<file path="src/rtl/tbase_pkg.sv">
package tbase_pkg;
  localparam int unsigned TB_SEL_W = 3;

  localparam int unsigned B_HALT  = TB_SEL_W;
  localparam int unsigned B_MODE  = B_HALT + 1;
  localparam int unsigned B_SCLR  = B_MODE + 1;
  localparam int unsigned B_OFLAG = B_SCLR + 1;
  localparam int unsigned B_OIE   = B_OFLAG + 1;
  localparam int unsigned B_CFLAG = B_OIE + 1;
  localparam int unsigned B_CIE   = B_CFLAG + 1;
  localparam int unsigned CTRL_USED = B_CIE + 1;

  typedef enum logic [1:0] {
    ADR_CTRL  = 2'd0,
    ADR_CMP   = 2'd1,
    ADR_COUNT = 2'd2,
    ADR_NONE  = 2'd3
  } tb_addr_e;
endpackage

</file>
<file path="src/rtl/tbase_prescaler.sv">
module tbase_prescaler #(
  parameter int SEL_W = 3
) (
  input  logic             clk,
  input  logic             rst_n,
  input  logic             run,
  input  logic             restart,
  input  logic [SEL_W-1:0] sel,
  output logic             tick
);
  localparam int PRE_W = (1 << SEL_W) - 1;

  logic [PRE_W-1:0] pre_q;
  logic [PRE_W-1:0] mask;

  // mask has the low "sel" bits set; a tick fires when they are all ones
  for (genvar g = 0; g < PRE_W; g++) begin : g_mask
    assign mask[g] = (sel > SEL_W'(g));
  end

  assign tick = run && ((pre_q & mask) == mask);

  always_ff @(posedge clk) begin
    if (!rst_n) begin
      pre_q <= '0;
    end else if (restart) begin
      pre_q <= '0;
    end else if (run) begin
      pre_q <= pre_q + 1'b1;
    end
  end
endmodule

</file>
<file path="src/rtl/tbase_counter.sv">
module tbase_counter #(
  parameter int CNT_W = 16
) (
  input  logic             clk,
  input  logic             rst_n,
  input  logic             tick,
  input  logic             clear,
  input  logic             cmp_en,
  input  logic [CNT_W-1:0] cmp_val,
  output logic [CNT_W-1:0] count,
  output logic             ovf_evt,
  output logic             cmp_evt
);
  logic [CNT_W-1:0] count_q;
  logic             cmp_hit;

  assign cmp_hit = cmp_en && (count_q == cmp_val);
  // compare clear outranks the wrap when the compare value is all ones
  assign cmp_evt = tick && cmp_hit && !clear;
  assign ovf_evt = tick && !cmp_hit && (&count_q) && !clear;
  assign count   = count_q;

  always_ff @(posedge clk) begin
    if (!rst_n) begin
      count_q <= '0;
    end else if (clear) begin
      count_q <= '0;
    end else if (tick) begin
      if (cmp_hit) count_q <= '0;
      else         count_q <= count_q + 1'b1;
    end
  end
endmodule

</file>
<file path="src/rtl/tbase_regs.sv">
module tbase_regs
  import tbase_pkg::*;
#(
  parameter int CNT_W = 16
) (
  input  logic                clk,
  input  logic                rst_n,
  input  logic                reg_we,
  input  logic [1:0]          reg_addr,
  input  logic [CNT_W-1:0]    reg_wdata,
  output logic [CNT_W-1:0]    reg_rdata,
  input  logic [CNT_W-1:0]    count_i,
  input  logic                ovf_evt,
  input  logic                cmp_evt,
  output logic [TB_SEL_W-1:0] sel_o,
  output logic                halt_o,
  output logic                mode_o,
  output logic [CNT_W-1:0]    cmp_val_o,
  output logic                sclr_o,
  output logic                restart_o,
  output logic                ovf_flag_o,
  output logic                cmp_flag_o,
  output logic                irq_ovf,
  output logic                irq_cmp,
  output logic                adc_trig
);
  logic [TB_SEL_W-1:0] sel_q;
  logic                halt_q, mode_q, oie_q, cie_q;
  logic                oflag_q, cflag_q, trig_q;
  logic [CNT_W-1:0]    cmp_q;
  logic                wr_ctrl, wr_cmp, sel_chg;
  logic [CNT_W-1:0]    ctrl_view;

  assign wr_ctrl = reg_we && (tb_addr_e'(reg_addr) == ADR_CTRL);
  assign wr_cmp  = reg_we && (tb_addr_e'(reg_addr) == ADR_CMP);
  assign sel_chg = wr_ctrl && (reg_wdata[TB_SEL_W-1:0] != sel_q);
  assign sclr_o    = wr_ctrl && reg_wdata[B_SCLR];
  assign restart_o = sclr_o || sel_chg;

  always_ff @(posedge clk) begin
    if (!rst_n) begin
      sel_q  <= '0;
      halt_q <= 1'b0;
      mode_q <= 1'b0;
      oie_q  <= 1'b0;
      cie_q  <= 1'b0;
    end else if (wr_ctrl) begin
      sel_q  <= reg_wdata[TB_SEL_W-1:0];
      halt_q <= reg_wdata[B_HALT];
      mode_q <= reg_wdata[B_MODE];
      oie_q  <= reg_wdata[B_OIE];
      cie_q  <= reg_wdata[B_CIE];
    end
  end

  always_ff @(posedge clk) begin
    if (!rst_n) cmp_q <= '0;
    else if (wr_cmp) cmp_q <= reg_wdata;
  end

  // sticky flags: a written 0 clears, a written 1 keeps; events win
  always_ff @(posedge clk) begin
    if (!rst_n) begin
      oflag_q <= 1'b0;
      cflag_q <= 1'b0;
      trig_q  <= 1'b0;
    end else begin
      oflag_q <= ovf_evt || (oflag_q && !(wr_ctrl && !reg_wdata[B_OFLAG]));
      cflag_q <= cmp_evt || (cflag_q && !(wr_ctrl && !reg_wdata[B_CFLAG]));
      trig_q  <= cmp_evt;
    end
  end

  always_comb begin
    ctrl_view                 = '0;
    ctrl_view[TB_SEL_W-1:0]   = sel_q;
    ctrl_view[B_HALT]         = halt_q;
    ctrl_view[B_MODE]         = mode_q;
    ctrl_view[B_OFLAG]        = oflag_q;
    ctrl_view[B_OIE]          = oie_q;
    ctrl_view[B_CFLAG]        = cflag_q;
    ctrl_view[B_CIE]          = cie_q;
  end

  always_comb begin
    unique case (tb_addr_e'(reg_addr))
      ADR_CTRL:  reg_rdata = ctrl_view;
      ADR_CMP:   reg_rdata = cmp_q;
      ADR_COUNT: reg_rdata = count_i;
      default:   reg_rdata = '0;
    endcase
  end

  assign sel_o      = sel_q;
  assign halt_o     = halt_q;
  assign mode_o     = mode_q;
  assign cmp_val_o  = cmp_q;
  assign ovf_flag_o = oflag_q;
  assign cmp_flag_o = cflag_q;
  assign irq_ovf    = oflag_q && oie_q;
  assign irq_cmp    = cflag_q && cie_q;
  assign adc_trig   = trig_q;
endmodule

</file>
<file path="src/rtl/tbase_timer.sv">
module tbase_timer
  import tbase_pkg::*;
#(
  parameter int CNT_W = 16
) (
  input  logic             clk,
  input  logic             rst_n,
  input  logic             reg_we,
  input  logic [1:0]       reg_addr,
  input  logic [CNT_W-1:0] reg_wdata,
  output logic [CNT_W-1:0] reg_rdata,
  output logic [CNT_W-1:0] count_o,
  output logic             irq_ovf,
  output logic             irq_cmp,
  output logic             adc_trig
);
  logic [TB_SEL_W-1:0] sel;
  logic                halt_q, mode, sclr_wr, restart, tick;
  logic                ovf_evt, cmp_evt, ovf_flag, cmp_flag;
  logic [CNT_W-1:0]    cmp_val;

  tbase_regs #(.CNT_W(CNT_W)) u_regs (
    .clk        (clk),
    .rst_n      (rst_n),
    .reg_we     (reg_we),
    .reg_addr   (reg_addr),
    .reg_wdata  (reg_wdata),
    .reg_rdata  (reg_rdata),
    .count_i    (count_o),
    .ovf_evt    (ovf_evt),
    .cmp_evt    (cmp_evt),
    .sel_o      (sel),
    .halt_o     (halt_q),
    .mode_o     (mode),
    .cmp_val_o  (cmp_val),
    .sclr_o     (sclr_wr),
    .restart_o  (restart),
    .ovf_flag_o (ovf_flag),
    .cmp_flag_o (cmp_flag),
    .irq_ovf    (irq_ovf),
    .irq_cmp    (irq_cmp),
    .adc_trig   (adc_trig)
  );

  tbase_prescaler #(.SEL_W(TB_SEL_W)) u_pre (
    .clk     (clk),
    .rst_n   (rst_n),
    .run     (!halt_q),
    .restart (restart),
    .sel     (sel),
    .tick    (tick)
  );

  tbase_counter #(.CNT_W(CNT_W)) u_cnt (
    .clk     (clk),
    .rst_n   (rst_n),
    .tick    (tick),
    .clear   (sclr_wr),
    .cmp_en  (mode),
    .cmp_val (cmp_val),
    .count   (count_o),
    .ovf_evt (ovf_evt),
    .cmp_evt (cmp_evt)
  );
endmodule

</file>
<file path="config.mk">
export PLATFORM = sky130hd
export DESIGN_NAME = tbase_timer
export DESIGN_NICKNAME = d
export VERILOG_FILES = /design/src/rtl/tbase_pkg.sv /design/src/rtl/tbase_prescaler.sv /design/src/rtl/tbase_counter.sv /design/src/rtl/tbase_regs.sv /design/src/rtl/tbase_timer.sv
export SDC_FILE = /design/constraint.sdc
export NUM_CORES = 1
export LEC_CHECK = 0
export CORE_ASPECT_RATIO = 0.75
export CORE_MARGIN = 10
export CORE_UTILIZATION = 54
export CTS_CLUSTER_DIAMETER = 100
export DETAILED_ROUTE_END_ITERATION = 8
export PLACE_DENSITY_LB_ADDON = 0.3
export SLEW_MARGIN = 30
export SYNTH_ARGS = -nofsm -noshare
export SYNTH_HDL_FRONTEND = slang
export SYNTH_SLANG_ARGS = --single-unit
</file>
<file path="constraint.sdc">
create_clock -name clk -period 5.45 [get_ports clk]
set_input_delay 1.09 -clock clk [delete_from_list [all_inputs] [get_ports clk]]
set_output_delay 1.09 -clock clk [all_outputs]
set_load 0.03 [all_outputs]
</file>
==> flow_summary.yaml, run 1 <==
status:
  outcome: "finished clean"
timing:
  drv_slew: 0
  tightest_slew_ns: 0.709
  fin_worst_skew_ns: 0.00823
  tns_ns: 0
  worst_slack_ns: 0.924
  relSlewSlack_pct: 52.3
  hold_viol_final: 0
  timing.final.crit_share_pct: 83.1
  hold_ws_ns: 0.501
  setup_violations: 0
  period_needed_ns: 4.53
  max_clock_freq_mhz: 221
  rsz0062_at_grt: "no"
final_layout:
  area_delta_synth_final_pct: 24.9
  drive_gt1_share_pct: 4.24
  fillCellCount: 381
  nNetsFinal: 377
  antenna_cells: 0
  final_common_cell: "nand2_1"
  layout_common_cells: "64 x nand2_1, 55 x clkdlybuf4s50_1, 49 x dfxtp_1"
  fin_area_um2: 3220
setup_path:
  critPathArrivalTime_ns: 3.44
  r2r_cells: 6
  crit_buf_inv: 3
  critical_path_depth: 6
  cpLargestDelayFamily: "buffers and inverters"
  slowest_stage: "clkdlybuf4s50_1"
  cp_cell_sequence: "clkdlybuf4s50_1 > nor2b_1 > buf_4 > nand2_1 > o21ai_0 > clkdlybuf4s50_1"
  crit_type: "in -> out"
  cp_common_cell: "clkdlybuf4s50_1"
  critical-path-max-stage-delay_ns: 0.74
  critical_path_required_ns: 4.36
  critPathMaxFanout: 14
  startpoint_type: "input port"
  end_kind: "output pin"
yosys:
  synth_fa_ha_area_share_pct: 0.971
  ys_warn_count: 0
  ys_seq_area_share_pct: 38.1
  synth_top_area_share_pct: 38.1
  synth-xor-area-share_pct: 13.6
  synth_area_um2: 2580
  synth_mux_area_share_pct: 4.27
  synth-edff-count: 0
  yosys-top-cells-area: "dfxtp_1 38%, nand2_1 9.3%, xor2_1 7.5%"
  yosys.area.top_type: "dfxtp_1"
  synth_ff_type: "dfxtp_1"
  synth_cell_types: 38
  async_reset_ff_share_pct: 0
  synth_top_family_by_area: "simple AND/OR/NAND/NOR gates"
  syn_inst: 307
  ys_seq_elements: 49
  synthSimpleGateAreaFrac_pct: 25.3
  synth.net_count: 330
  synth_compound_area_share_pct: 14.5
  synth_area_per_cell_um2: 8.40
floorplan:
  initial_core_util_pct: 56.7
  die_height_um: 79.8
  dieArea_um2: 7970
  die_w_um: 99.8
  core_area_um2: 4550
  fp-row-count: 21
  ioPinCount: 56
placed_design:
  placed_area_um2: 3130
  hpwl_um: 4980
  port-buffer-count: 55
  pre_cts_ws_ns: 0.944
  gp_congestion: 0.846
detailed_routing:
  viasPerCell: 5.56
  vias: 2287
  wl_um: 6490
  drc: 0
  detail_route.iter0.violations: 126
  dr.pass1.iters: 4
  wl_per_cell_um: 15.8
  ant_nets: 0
grt:
  grt_max_degree: 27
  antenna_found_initial: 0
  grt_pass1_wl_um: 10700
  grt_pass1_vias: 2188
  track_usage_pct: 16.1
  grt.overflow.total: 0
clock_network:
  cts_buffers: 5
  htree_levels: 2
  cts.clk_slew.worst_paths_ns: 0.08
  clk_latency_ns: 0.29
  numClockSinks: 49
  postCtsSetupBuffers: 0
  cts_buffer_depth: 2
  cts-root-buf: "clkbuf_8"
  cts_resized: 0
  cts_hold_buffers: 0
  cts_tree: "built"
pwr:
  peakVddDrop_mv: 0.166
  p_leak_uw: 0.00114
  finalPower_uw: 718
  pwr_density_cell_nw_per_um2: 223
worst_hold_path:
  holdPathStages: 2
  worst_hold_path_type: "reg -> reg"
flow_run:
  max_cap_viol_count: 0
==> routing by layer <==
| metal | global-route usage [%] | wire length, µm | up-vias |
|---|---|---|---|
| li1 | - | - | 1142 |
| met1 | 22.5 | 3050 | 1081 |
| met2 | 24.6 | 2990 | 62 |
| met3 | 4.24 | 430 | 2 |
| met4 | 2.71 | 16 | 0 |
| met5 | 0 | 0 | - |
==> worst min-delay path, delay by kind of cell (launching register included) <==
family	cells	cell delay, ns
DFF	1	0.33
and+or+nand+nor	1	0.06
AOI/OAI and AO/OA	1	0.06
==> Yosys cell counts (6+ instances only) <==
cell / count
xnor2_1: 18
dfxtp_1: 49
a22o_1: 7
mux2i_1: 11
o21ai_0: 11
a21boi_0: 24
clkbuf_1: 12
nand4_1: 15
nand3_1: 6
xor2_1: 22
nor2_1: 21
nand2_1: 64
and2_1: 7
==> state kept, by name (all words and copies together), names as in the netlist <==
register           cells
u_cnt.count           16
u_pre.pre_q            7
u_regs.adc_trig        1
u_regs.cie_q           1
u_regs.cmp_flag_o      1
u_regs.cmp_val_o      16
u_regs.halt_o          1
u_regs.mode_o          1
u_regs.oie_q           1
u_regs.ovf_flag_o      1
u_regs.sel_o           3
==> metrics by stage <==
stage,std cells,util [%]
after floorplan,307,-
after global placement,403,68.8
after detailed placement,403,68.8
after CTS,410,70.7
after global routing,411,70.8
final,411,70.8
==> layout make-up <==
| class | count | area [µm²] | area share [%] |
|---|---|---|---|
| Timing Repair Buffer | 57 | 566 | 17.6 |
| Clock buffer | 7 | 86.3 | 2.68 |
| Multi-Input combinational cell | 240 | 1510 | 46.9 |
| Tap cell | 57 | 71.3 | 2.22 |
| Sequential cell | 49 | 981 | 30.5 |
| Inverter | 1 | 3.75 | 0.117 |
==> power breakdown <==
part	leakage (µW)	internal (µW)	switching (µW)
Sequential	0.000397	369	18.0
Clock	0.0000443	101	110
Combinational	0.000703	55.0	64.9
Total	0.00114	525	193
==> kinds of logic (layout without fill, tap and decap cells) <==
logic type      Yosys count  count (layout)
buf+inv                  18              65
mux                      11              11
simple gates            137             137
flops                    49              49
fa+ha+maj                 2               2
compound gates           50              50
xor+xnor                 40              40
==> path summary, 6_finish.rpt <==
check | end | start | slack (ns)
max | reg_rdata[8] | reg_addr[1] | 0.92
min | u_regs.mode_o | u_regs.mode_o | 0.50
max reg2reg | u_cnt.count[15] | u_pre.pre_q[0] | 3.44
min reg2reg | u_regs.mode_o | u_regs.mode_o | 0.50
Power figures use the tool's default switching activity.
==> run 2: changes to the inputs <==
--- a/config.mk
+++ b/config.mk
@@ -7,7 +7,7 @@
 export LEC_CHECK = 0
 export CORE_ASPECT_RATIO = 0.75
 export CORE_MARGIN = 10
-export CORE_UTILIZATION = 54
+export CORE_UTILIZATION = 51
 export CTS_CLUSTER_DIAMETER = 100
 export DETAILED_ROUTE_END_ITERATION = 8
 export PLACE_DENSITY_LB_ADDON = 0.3
==> constraint.sdc (replaced) <==
create_clock -name clk -period 4.7 [get_ports clk]
set_input_delay 0.94 -clock clk [delete_from_list [all_inputs] [get_ports clk]]
set_output_delay 0.94 -clock clk [all_outputs]
set_load 0.03 [all_outputs]
==> run 2 against run 1 <==
Against the previous run: clock power up 16%; cell area up 0.82%; utilization down 4.6 points; clock-buffer cell count unchanged; cell count up 1.5%; critical path type unchanged; largest cell class unchanged; sequential share of layout area down 0.25 points; via count down 0.35%; global-route usage down 0.70 points; hold slack worse by 0.0050 ns; combinational power up 17%.
==> flow_summary.yaml, run 2 (synthesis gave the netlist of run 1 again) <==
clock_network:
  cts_hold_buffers: 0
  htree_levels: 2
  clk_latency_ns: 0.29
  cts_resized: 0
  cts-root-buf: "clkbuf_8"
  cts_buffers: 5
  cts.clk_slew.worst_paths_ns: 0.08
  numClockSinks: 49
  postCtsSetupBuffers: 0
  cts_tree: "built"
  cts_buffer_depth: 2
timing:
  hold_viol_final: 0
  tightest_slew_ns: 0.718
  rsz0062_at_grt: "no"
  setup_violations: 0
  timing.final.crit_share_pct: 84.2
  worst_slack_ns: 0.742
  tns_ns: 0
  max_clock_freq_mhz: 253
  fin_worst_skew_ns: 0.00657
  period_needed_ns: 3.96
  relSlewSlack_pct: 51.7
  drv_slew: 0
setup_path:
  critPathMaxFanout: 11
  worstSetupStartpoint: "reg_addr[0]"
  r2r_start: "u_regs.sel_o[1]"
  critical_path_required_ns: 3.76
  r2r_slack_ns: 2.59
  critPathArrivalTime_ns: 3.02
  startpoint_type: "input port"
  end_kind: "output pin"
  r2r_cells: 7
  worstReg2RegEnd: "u_cnt.count[7]"
  crit_type: "in -> out"
worst_hold_path:
  holdPathStages: 2
  worstHoldStart: "u_regs.cie_q"
  whs_endpoint: "u_regs.cie_q"
  worst_hold_path_type: "reg -> reg"
floorplan:
  fp-row-count: 22
  ioPinCount: 56
  core_area_um2: 4900
  die_w_um: 102
  initial_core_util_pct: 52.6
  dieArea_um2: 8330
  die_height_um: 81.6
detailed_routing:
  drc: 0
  viasPerCell: 5.47
  vias: 2279
  dr.pass1.iters: 4
  wl_um: 6500
  ant_nets: 0
  detail_route.iter0.violations: 127
  wl_per_cell_um: 15.6
final_layout:
  layout_common_cells: "64 x nand2_1, 55 x clkdlybuf4s50_1, 49 x dfxtp_1"
  final_common_cell: "nand2_1"
  area_delta_synth_final_pct: 25.9
  fillCellCount: 433
  drive_gt1_share_pct: 5.04
  instances_no_fill: 417
  antenna_cells: 0
  nNetsFinal: 380
  fin_area_um2: 3250
grt:
  grt_pass1_wl_um: 10500
  track_usage_pct: 15.4
  grt_max_degree: 27
  grt_pass1_vias: 2174
  antenna_found_initial: 0
  grt.overflow.total: 0
placed_design:
  placed_area_um2: 3150
  dp.cells: 409
  hpwl_um: 4940
  port-buffer-count: 55
  gp_congestion: 0.867
  pre_cts_ws_ns: 0.762
pwr:
  peakVddDrop_mv: 0.193
  p_leak_uw: 0.00116
  pwr_density_cell_nw_per_um2: 257
flow_run:
  max_cap_viol_count: 0
status:
  outcome: "finished clean"
==> run 2: changes by cell type in the layout (fill, tap and decap cells not counted) <==
cell	before	now
buf_4	2	5
==> run 2: critical path: stages <==
cell and delay, ns:
clkdlybuf4s50_1 0.47, nor2b_1 0.46, buf_4 0.27, nand2_1 0.07, o21ai_0 0.09, clkdlybuf4s50_1 0.71
==> run 2: through the flow <==
| stage | utilization (%) | power (µW) | hold slack [ns] |
|---|---|---|---|
| finish | 66.2 | 833 | 0.496 |
| floorplan | - | 544 | 0.451 |
| global placement | 64.3 | 593 | 0.478 |
| detailed placement | 64.3 | 596 | 0.484 |
| global route | 66.2 | 865 | 0.515 |
| CTS | 66.1 | 837 | 0.495 |
==> run 2: final cells by class <==
class,count,area (µm²),share of cell area (%)
Clock buffer,7,86.3,2.66
Inverter,1,3.75,0.116
Multi-Input combinational cell,240,1510,46.6
Sequential cell,49,981,30.2
Tap cell,60,75.1,2.31
Timing Repair Buffer,60,588,18.1
==> run 2: worst max path at each step <==
stage,endpoint,cells past startpoint
floorplan,reg_rdata[2],3
global placement,reg_rdata[6],6
detailed placement,reg_rdata[7],6
CTS,reg_rdata[7],6
global route,reg_rdata[7],6
finish,reg_rdata[7],6
==> run 2: metal layers <==
metal	GRT usage [%]	wire length, µm	up-vias
met4	2.81	29	0
li1	-	-	1147
met2	24.4	2900	73
met5	0	0	-
met3	4.19	402	4
met1	20.8	3160	1055
==> run 2: where the power goes <==
| part | total [µW] | switching [µW] | internal [µW] |
|---|---|---|---|
| clock | 245 | 128 | 117 |
| sequential | 448 | 20.1 | 428 |
| combinational | 140 | 75.2 | 64.8 |
| total | 833 | 224 | 610 |
==> run 3: changes to the inputs <==
==> constraint.sdc (replaced) <==
create_clock -name clk -period 4 [get_ports clk]
set_input_delay 0.8 -clock clk [delete_from_list [all_inputs] [get_ports clk]]
set_output_delay 0.8 -clock clk [all_outputs]
set_load 0.03 [all_outputs]
==> run 3 against run 2 <==
Against the previous run: cell count is 0.48% higher; wire length up 0.12%; clock skew decreased by 0.00074 ns; critical path type unchanged; cell area is 1.0% lower; register-to-register slack worse by 0.73 ns; via count up 0.18%; clock power grew 14%; non-clock buffer count grew 1; largest power group unchanged; first-iteration DRC count increased by 65%.
==> flow_summary.yaml, run 3 (synthesis gave the netlist of run 1 again) <==
status:
  outcome: "finished clean"
final_layout:
  area_delta_synth_final_pct: 24.7
  final_common_cell: "nand2_1"
  nNetsFinal: 381
  final_util_pct: 65.6
  final-seq-area_um2: 981
  layout_common_cells: "64 x nand2_1, 49 x dfxtp_1, 39 x clkdlybuf4s50_1"
  antenna_cells: 0
  multi_input_area_um2: 1510
  fillCellCount: 434
  fin_area_um2: 3210
  drive_gt1_share_pct: 10.3
pwr:
  power_frac_clock_pct: 28.8
  p_sw_share_pct: 27.9
  power.internal_uw: 699
  p_leak_uw: 0.00120
  pwr_density_cell_nw_per_um2: 302
  p_sw_uw: 271
  seq_power_share_pct: 54.3
  combPwrFrac_pct: 16.9
  peakVddDrop_mv: 0.193
placed_design:
  gp_congestion: 0.852
  hpwl_um: 5020
  port-buffer-count: 55
  placed_area_um2: 3120
  pre_cts_ws_ns: 0.773
detailed_routing:
  viasPerCell: 5.45
  vias: 2283
  dr.pass1.iters: 4
  detail_route.iter0.violations: 209
  wl_per_cell_um: 15.5
  wl_um: 6500
  drc: 0
  ant_nets: 0
grt:
  grt_max_degree: 27
  grt_pass1_wl_um: 10000
  busiest_layer: "met2"
  grt.overflow.total: 0
  met1_usage_pct: 21.1
  grt_pass1_vias: 2037
  antenna_found_initial: 0
  track_usage_pct: 15.0
  grtUsageMet3_pct: 3.61
  use_met2_pct: 22.8
setup_path:
  slowest_stage: "clkdlybuf4s50_1"
  critPathMaxFanout: 12
  cpLargestDelayFamily: "buffers and inverters"
  cp_common_cell: "buf_4"
  startpoint_type: "input port"
  r2r_cells: 6
  critical-path-max-stage-delay_ns: 0.45
  end_kind: "output pin"
  crit_type: "in -> out"
  critical_path_depth: 7
  critical_path_required_ns: 3.20
  crit_buf_inv: 4
  cp_cell_sequence: "clkdlybuf4s50_1 > buf_4 > nor2b_1 > buf_4 > nand2_1 > o21ai_0 > buf_4"
  critPathArrivalTime_ns: 2.48
timing:
  drv_slew: 0
  timing.final.crit_share_pct: 82.0
  relSlewSlack_pct: 61.5
  setup_violations: 0
  max_clock_freq_mhz: 305
  rsz0062_at_grt: "no"
  fin_worst_skew_ns: 0.00582
  worst_slack_ns: 0.721
  tightest_slew_ns: 0.577
  hold_viol_final: 0
  tns_ns: 0
  period_needed_ns: 3.28
floorplan:
  die_w_um: 102
  core_area_um2: 4900
  ioPinCount: 56
  fp-row-count: 22
  dieArea_um2: 8330
  die_height_um: 81.6
  initial_core_util_pct: 52.6
clock_network:
  cts_buffer_depth: 2
  postCtsSetupBuffers: 0
  cts_tree: "built"
  cts_buffers: 5
  numClockSinks: 49
  cts_resized: 0
  cts-root-buf: "clkbuf_8"
  cts_hold_buffers: 0
  htree_levels: 2
  cts.clk_slew.worst_paths_ns: 0.08
  clk_latency_ns: 0.30
flow_run:
  max_cap_viol_count: 0
worst_hold_path:
  holdPathStages: 2
  worst_hold_path_type: "reg -> reg"
==> run 3: changes by cell type in the layout (fill, tap and decap cells not counted) <==
cell             delta
clkbuf_8            -1
clkinvlp_4          +1
clkbuf_1            -1
clkdlybuf4s50_1    -16
buf_4              +17
clkinv_2            +2
==> run 3: per-layer routing <==
layer  vias to the layer above  share of wire (%)
li1                       1143                  -
met2                        64                 46
met5                         -                  0
met1                      1074                 47
met3                         2                6.7
met4                         0               0.25
==> run 3: tightest hold or removal path, stage by stage, from the launching register on <==
cell and delay (ns):
dfxtp_1 0.34, nand2_1 0.06, a21boi_0 0.06
==> run 3: power groups by stage <==
stage / clock network [µW] / registers (µW) / logic, µW
final: 279 / 527 / 164
after global routing: 304 / 530 / 177
after CTS: 285 / 527 / 162
after detailed placement: 0 / 539 / 161
after global placement: 0 / 538 / 158
after floorplan: 0 / 540 / 98.9
==> run 3: worst paths after layout <==
check	from	end	slack, ns
worst max-delay path	reg_addr[0]	reg_rdata[8]	0.72
worst min-delay path	u_regs.mode_o	u_regs.mode_o	0.50
worst max register to register	u_pre.pre_q[0]	u_cnt.count[8]	1.86
worst min register to register	u_regs.mode_o	u_regs.mode_o	0.50
==> run 3: per-stage QoR <==
stage | instances | hold slack, ns | total power (µW)
floorplan | 307 | 0.451 | 639
global placement | 410 | 0.480 | 696
detailed placement | 410 | 0.486 | 700
CTS | 418 | 0.499 | 974
global route | 419 | 0.513 | 1010
finish | 419 | 0.502 | 970
==> run 3: layout make-up <==
cell class,instances,area share [%]
Clock buffer,5,2.14
Clock inverter,3,0.545
Inverter,1,0.117
Multi-Input combinational cell,240,47.0
Sequential cell,49,30.5
Tap cell,60,2.34
Timing Repair Buffer,61,17.3
